`config.mk`:
```
export PLATFORM = sky130hd
export DESIGN_NAME = hart_timer_swi
export DESIGN_NICKNAME = d
export VERILOG_FILES = /design/src/rtl/hti_pkg.sv /design/src/rtl/hti_addr_dec.sv /design/src/rtl/hti_timebase.sv /design/src/rtl/hti_hart_slot.sv /design/src/rtl/hart_timer_swi.sv
export SDC_FILE = /design/constraint.sdc
export NUM_CORES = 1
export LEC_CHECK = 0
export BUFFER_PORTS_ARGS = -buffer_cell sky130_fd_sc_hd__buf_2
export CORE_MARGIN = 2
export CORE_UTILIZATION = 60
export CTS_CLUSTER_SIZE = 14
export DETAILED_ROUTE_END_ITERATION = 12
export PLACE_DENSITY = 0.81
export SYNTH_ARGS = -nofsm -noshare
export SYNTH_HDL_FRONTEND = slang
export SYNTH_SLANG_ARGS = --single-unit
```
`constraint.sdc`:
```
create_clock -name clk -period 3.83 [get_ports clk]
set_input_delay 0.766 -clock clk [delete_from_list [all_inputs] [get_ports clk]]
set_output_delay 0.766 -clock clk [all_outputs]
set_load 0.02 [all_outputs]
```
`src/rtl/hti_pkg.sv`:
```
package hti_pkg;

    // Kind of register an address selects; K_NONE means unmapped or misaligned.
    typedef enum logic [2:0] {
        K_NONE,
        K_SWI,
        K_CMP_LO,
        K_CMP_HI,
        K_TIME_LO,
        K_TIME_HI
    } reg_kind_e;

    // Bus access state machine.
    typedef enum logic {
        ACC_IDLE,
        ACC_RESP
    } acc_state_e;

endpackage

```
`src/rtl/hti_addr_dec.sv`:
```
module hti_addr_dec
    import hti_pkg::*;
#(
    parameter int unsigned ADDR_W    = 16,
    parameter int unsigned NUM_HARTS = 4,
    parameter int unsigned IDX_W     = 2,
    parameter int unsigned SWI_BASE  = 32'h0000,
    parameter int unsigned CMP_BASE  = 32'h4000,
    parameter int unsigned TIME_BASE = 32'hBFF8
) (
    input  logic [ADDR_W-1:0] addr,
    output reg_kind_e         kind,
    output logic [IDX_W-1:0]  hart_idx
);

    localparam logic [ADDR_W-1:0] SWI_B    = ADDR_W'(SWI_BASE);
    localparam logic [ADDR_W-1:0] CMP_B    = ADDR_W'(CMP_BASE);
    localparam logic [ADDR_W-1:0] TIME_LOA = ADDR_W'(TIME_BASE);
    localparam logic [ADDR_W-1:0] TIME_HIA = ADDR_W'(TIME_BASE + 4);
    localparam logic [ADDR_W-1:0] SWI_SPAN = ADDR_W'(NUM_HARTS * 4);
    localparam logic [ADDR_W-1:0] CMP_SPAN = ADDR_W'(NUM_HARTS * 8);

    logic [ADDR_W-1:0] swi_off;
    logic [ADDR_W-1:0] cmp_off;

    // Subtraction wraps for addresses below a base, so they fail the span test.
    assign swi_off = addr - SWI_B;
    assign cmp_off = addr - CMP_B;

    always_comb begin
        kind     = K_NONE;
        hart_idx = '0;
        if (swi_off < SWI_SPAN) begin
            hart_idx = IDX_W'(swi_off >> 2);
            if (swi_off[1:0] == 2'b00) begin
                kind = K_SWI;
            end
        end else if (cmp_off < CMP_SPAN) begin
            hart_idx = IDX_W'(cmp_off >> 3);
            unique case (cmp_off[2:0])
                3'd0:    kind = K_CMP_LO;
                3'd4:    kind = K_CMP_HI;
                default: kind = K_NONE;
            endcase
        end else if (addr == TIME_LOA) begin
            kind = K_TIME_LO;
        end else if (addr == TIME_HIA) begin
            kind = K_TIME_HI;
        end
    end

endmodule

```
`src/rtl/hti_timebase.sv`:
```
module hti_timebase #(
    parameter int unsigned CNT_W = 64
) (
    input  logic             clk,
    input  logic             rst_n,
    input  logic             tick,
    output logic [CNT_W-1:0] count
);

    always_ff @(posedge clk) begin
        if (!rst_n) begin
            count <= '0;
        end else if (tick) begin
            count <= count + CNT_W'(1);
        end
    end

endmodule

```
`src/rtl/hti_hart_slot.sv`:
```
module hti_hart_slot #(
    parameter int unsigned CNT_W  = 64,
    parameter int unsigned DATA_W = 32
) (
    input  logic              clk,
    input  logic              rst_n,
    input  logic              wr_swi,
    input  logic              wr_lo,
    input  logic              wr_hi,
    input  logic [DATA_W-1:0] wdata,
    input  logic [CNT_W-1:0]  now,
    output logic [CNT_W-1:0]  cmp_q,
    output logic              swi_q,
    output logic              tmr_irq
);

    always_ff @(posedge clk) begin
        if (!rst_n) begin
            cmp_q <= '0;
            swi_q <= 1'b0;
        end else begin
            if (wr_lo) begin
                cmp_q[DATA_W-1:0] <= wdata;
            end
            if (wr_hi) begin
                cmp_q[CNT_W-1:DATA_W] <= wdata[CNT_W-DATA_W-1:0];
            end
            if (wr_swi) begin
                swi_q <= wdata[0];
            end
        end
    end

    // Compared in every cycle, not only when a register is written.
    assign tmr_irq = (cmp_q <= now);

endmodule

```
`src/rtl/hart_timer_swi.sv`:
```
module hart_timer_swi
    import hti_pkg::*;
#(
    parameter int unsigned NUM_HARTS = 4,
    parameter int unsigned ADDR_W    = 16,
    parameter int unsigned SWI_BASE  = 32'h0000,
    parameter int unsigned CMP_BASE  = 32'h4000,
    parameter int unsigned TIME_BASE = 32'hBFF8
) (
    input  logic                 clk,
    input  logic                 rst_n,
    input  logic                 tick,
    input  logic                 sel,
    input  logic                 we,
    input  logic [ADDR_W-1:0]    addr,
    input  logic [31:0]          wdata,
    output logic [31:0]          rdata,
    output logic                 ack,
    output logic                 err,
    output logic [NUM_HARTS-1:0] tmr_irq,
    output logic [NUM_HARTS-1:0] swi_irq
);

    localparam int unsigned DATA_W = 32;
    localparam int unsigned CNT_W  = 64;
    localparam int unsigned IDX_W  = (NUM_HARTS > 1) ? $clog2(NUM_HARTS) : 1;

    reg_kind_e        kind;
    logic [IDX_W-1:0] hart_idx;
    logic [CNT_W-1:0] time_q;
    logic [CNT_W-1:0] cmp_arr [NUM_HARTS];
    logic [DATA_W-1:0] rd_mux;
    logic [DATA_W-1:0] rdata_q;
    logic             err_q;
    logic             wr_go;
    acc_state_e       state_q;
    acc_state_e       state_d;

    hti_addr_dec #(
        .ADDR_W   (ADDR_W),
        .NUM_HARTS(NUM_HARTS),
        .IDX_W    (IDX_W),
        .SWI_BASE (SWI_BASE),
        .CMP_BASE (CMP_BASE),
        .TIME_BASE(TIME_BASE)
    ) u_dec (
        .addr    (addr),
        .kind    (kind),
        .hart_idx(hart_idx)
    );

    hti_timebase #(.CNT_W(CNT_W)) u_time (
        .clk  (clk),
        .rst_n(rst_n),
        .tick (tick),
        .count(time_q)
    );

    assign wr_go = sel && we;

    for (genvar g = 0; g < NUM_HARTS; g++) begin : g_hart
        logic hit;
        assign hit = (hart_idx == IDX_W'(g));
        hti_hart_slot #(.CNT_W(CNT_W), .DATA_W(DATA_W)) u_slot (
            .clk    (clk),
            .rst_n  (rst_n),
            .wr_swi (wr_go && hit && (kind == K_SWI)),
            .wr_lo  (wr_go && hit && (kind == K_CMP_LO)),
            .wr_hi  (wr_go && hit && (kind == K_CMP_HI)),
            .wdata  (wdata),
            .now    (time_q),
            .cmp_q  (cmp_arr[g]),
            .swi_q  (swi_irq[g]),
            .tmr_irq(tmr_irq[g])
        );
    end

    // Read data selection; writes and unmapped kinds yield zero.
    always_comb begin
        rd_mux = '0;
        if (!we) begin
            unique case (kind)
                K_SWI:     rd_mux = {{(DATA_W-1){1'b0}}, swi_irq[hart_idx]};
                K_CMP_LO:  rd_mux = cmp_arr[hart_idx][DATA_W-1:0];
                K_CMP_HI:  rd_mux = cmp_arr[hart_idx][CNT_W-1:DATA_W];
                K_TIME_LO: rd_mux = time_q[DATA_W-1:0];
                K_TIME_HI: rd_mux = time_q[CNT_W-1:DATA_W];
                K_NONE:    rd_mux = '0;
                default:   rd_mux = '0;
            endcase
        end
    end

    // Next-state logic of the access machine.
    always_comb begin
        state_d = state_q;
        unique case (state_q)
            ACC_IDLE: state_d = sel ? ACC_RESP : ACC_IDLE;
            ACC_RESP: state_d = sel ? ACC_RESP : ACC_IDLE;
            default:  state_d = ACC_IDLE;
        endcase
    end

    // State register.
    always_ff @(posedge clk) begin
        if (!rst_n) begin
            state_q <= ACC_IDLE;
        end else begin
            state_q <= state_d;
        end
    end

    // Output registers of the access machine.
    always_ff @(posedge clk) begin
        if (!rst_n) begin
            rdata_q <= '0;
            err_q   <= 1'b0;
        end else if (sel) begin
            rdata_q <= rd_mux;
            err_q   <= (kind == K_NONE);
        end else begin
            err_q   <= 1'b0;
        end
    end

    assign ack   = (state_q == ACC_RESP);
    assign err   = ack && err_q;
    assign rdata = rdata_q;

endmodule

```
==> results by group <==
Outcome
  • Status: completed

Worst setup path
  • Worst Setup Path Type: flop to output pin
  • Slowest Stage Delay on Critical Path: 350 ps
  • WP data arrival: 3050 ps
  • Crit path from: u_time.count[61]
  • Critical R2R Launch: u_time.count[0]
  • Slowest-stage cell, CP: dfxtp_2
  • Worst Setup Start Kind: flop
  • CP Max Fanout: 5
  • Critical Path Sink Type: output pin
  • WP data required: 3060 ps
  • Cell mode on critical path: buf_6
  • Crit-path cells: inv_2, buf_6, ha_4, nand4_1, buf_6, nor4_4, buf_4, nand4_1, or2_4, a211oi_4, buf_6

Synth
  • Mapped Avg Cell Area: 8.24 sq um
  • Mapped Area: 0.0226 sq mm
  • Syn_nets: 3057
  • Syn. warnings: 0
  • EDFF count, synth: 0
  • Asr flop ratio synth: 0%
  • Top-area cell type share of the netlist area: 31.7%
  • Top cells by area, synth: dfxtp_1 32%, ha_1 14%, nand2_1 11%
  • Seq/Total Area, Yosys: 31.7%
  • Yosys cell types: 73
  • #FFs+latches synth: 358
  • Post-synth top area cell: dfxtp_1
  • Main synth FF type: dfxtp_1
  • Post-Syn Instances: 2747

Timing
  • Final setup viols: 0
  • Tmin final: 3820 ps
  • Worst clock skew: 23.5 ps
  • Final Max Tran Viols: 0
  • Highest Clock Rate: 0.262 GHz
  • Slew Limit Headroom: 46.2%
  • Slew @ Worst Pin: 790 ps
  • Fin. Hold Viols: 0
  • Tcrit/Tclk final: 99.7%

Clock tree
  • Sink Count: 358
  • CTS tree: done
  • Number of H-tree levels: 2
  • Clock slew at reported path FFs: 60 ps
  • CTS root buffer: clkbuf_16
  • Skew-Pair Late Insertion Delay: 580 ps
  • Num CTS Buffers: 42
  • Clock Path Buffers: 3

Global routing
  • Antenna violations before repair: 6
  • Largest net degree at the start of global routing: 102
  • Total GRT Usage: 42.0%
  • First-pass GRT wire length: 125000 microns
  • Vias in the first global route: 21500
  • GR Overflow Total: 0

Layout
  • Most frequent cells in the layout: 639 x nand2_1, 329 x dfxtp_1, 241 x ha_1
  • Fin cells: 3335
  • Fill count: 2955
  • Layout cells sized above 1: 16.0%
  • Nets: 3101
  • Most common cell after layout, fill and taps aside: nand2_1
  • Area growth from synthesis to layout: 14.0%

Placement
  • Dpl hpwl: 59600 microns
  • Placed Cells: 3249
  • PortBufs: 94
  • Placer Congestion: 0.992

Pwr
  • VDD IR max: 0.354 mV
  • Power, Total: 8.57 mW
  • Leak: 9.79 nW
  • P per Cell Area: 332 mW/mm^2

Floorplan
  • Chip width: 198 microns
  • Die ar.: 0.0393 sq mm
  • Initial core utilization: 60.5%
  • Die H: 198 microns
  • IO Pins: 95
  • Core area: 0.0374 sq mm
  • Core Rows: 71

Route
  • Via density: 6.61
  • Routed vias: 22100
  • Total Wirelength: 83000 microns
  • Routed len/inst: 24.9 microns
  • Initial DRT Pass Iterations: 9
  • Iter 0 DRT Violations: 2521
  • Residual DRC: 0
  • Antenna Nets Post-Route: 0

Worst hold path
  • Hold_sp: g_hart[1].u_slot.cmp_q[0]
  • Worst hold path type: flop to flop

Flow run
  • Max-cap viol count: 0
[per-layer routing]
metal | global-route usage [%] | up-vias | part of all wire (%)
met5 | 0.511 | - | 0.016
met4 | 23.7 | 2 | 5.8
met3 | 10.0 | 352 | 12
met2 | 64.2 | 1460 | 43
met1 | 54.1 | 10300 | 39
li1 | - | 9943 | -
[layout make-up]
type | instances | area (sq um) | share of cell area (%)
antenna | 2 | 5.00 | 0.0194
clock buffer | 56 | 1160 | 4.52
clock inverter | 19 | 333 | 1.29
inverter | 74 | 285 | 1.11
multi-input combinational | 2124 | 14800 | 57.3
sequential | 358 | 7210 | 28.0
tap | 511 | 639 | 2.48
timing repair buffer | 191 | 1370 | 5.29
[cells in the mapped netlist (all sizes together), types with 47 or more instances]
cell	count
nand2	640
dfxtp	358
a21boi	263
ha	257
clkbuf	122
a21oi	115
inv	74
nand4	72
o21ai	70
buf	69
nor2	56
mux2	47
mux2i	47
nand3	47
[power by group]
part | leakage [nW] | internal (mW) | switching, mW | total (mW)
Sequential | 2.90 | 3.72 | 0.00653 | 3.73
Clock | 0.729 | 2.74 | 1.69 | 4.43
Combinational | 6.17 | 0.150 | 0.259 | 0.410
[worst max-delay path, delay by kind of cell, from the launching register on]
kind	cells	cell delay, ps
simple gates	4	850
buf+inv	5	670
flops	1	350
compound gates	1	340
fa+ha+maj	1	270
[stage by stage]
stage	hold WS (ps)	area (sq um)	TNS (ps)	setup WS, ps	utilization [%]
2_1_floorplan	441	22600	0	817	-
3_3_place_gp	455	23700	0	113	63.4
3_5_place_dp	458	23700	0	102	63.4
4_1_cts	478	25400	-20.6	-20.6	67.8
5_1_grt	500	25800	-22.4	-17.0	68.9
6_report	478	25800	0	13.2	69.0
[repair_timing]
item,CTS,global route
setup endpoints to repair,4,4
hold buffers,0,0
buffers inserted,5,6
resized for setup,58,87
pin swaps,9,20
[state kept, by name, indices dropped and copies added, names as in the netlist]
signal and cells:
g_hart.u_slot.cmp_q 256, u_time.count 64, g_hart.u_slot.swi_q 4, ack 1
rdata 32, err_q 1
[kinds of logic (layout without fill, tap and decap cells)]
logic type | after synthesis | in the layout | synth area share, %
fa+ha+maj | 257 | 257 | 14.2
buf+inv | 265 | 340 | 5.23
compound gates | 719 | 719 | 22.5
mux | 94 | 94 | 4.42
xor+xnor | 38 | 38 | 1.47
simple gates | 1016 | 1016 | 20.5
other cells | 0 | 2 | 0
flops | 358 | 358 | 31.7
[worst paths after layout]
| check | to | slack (ps) | depth (start not counted) |
|---|---|---|---|
| max | tmr_irq[0] | 10 | 11 |
| min | g_hart[1].u_slot.cmp_q[0] | 480 | 2 |
| max reg2reg | u_time.count[56] | 670 | 8 |
| min reg2reg | g_hart[1].u_slot.cmp_q[0] | 480 | 2 |
Power figures use the tool's default switching activity.
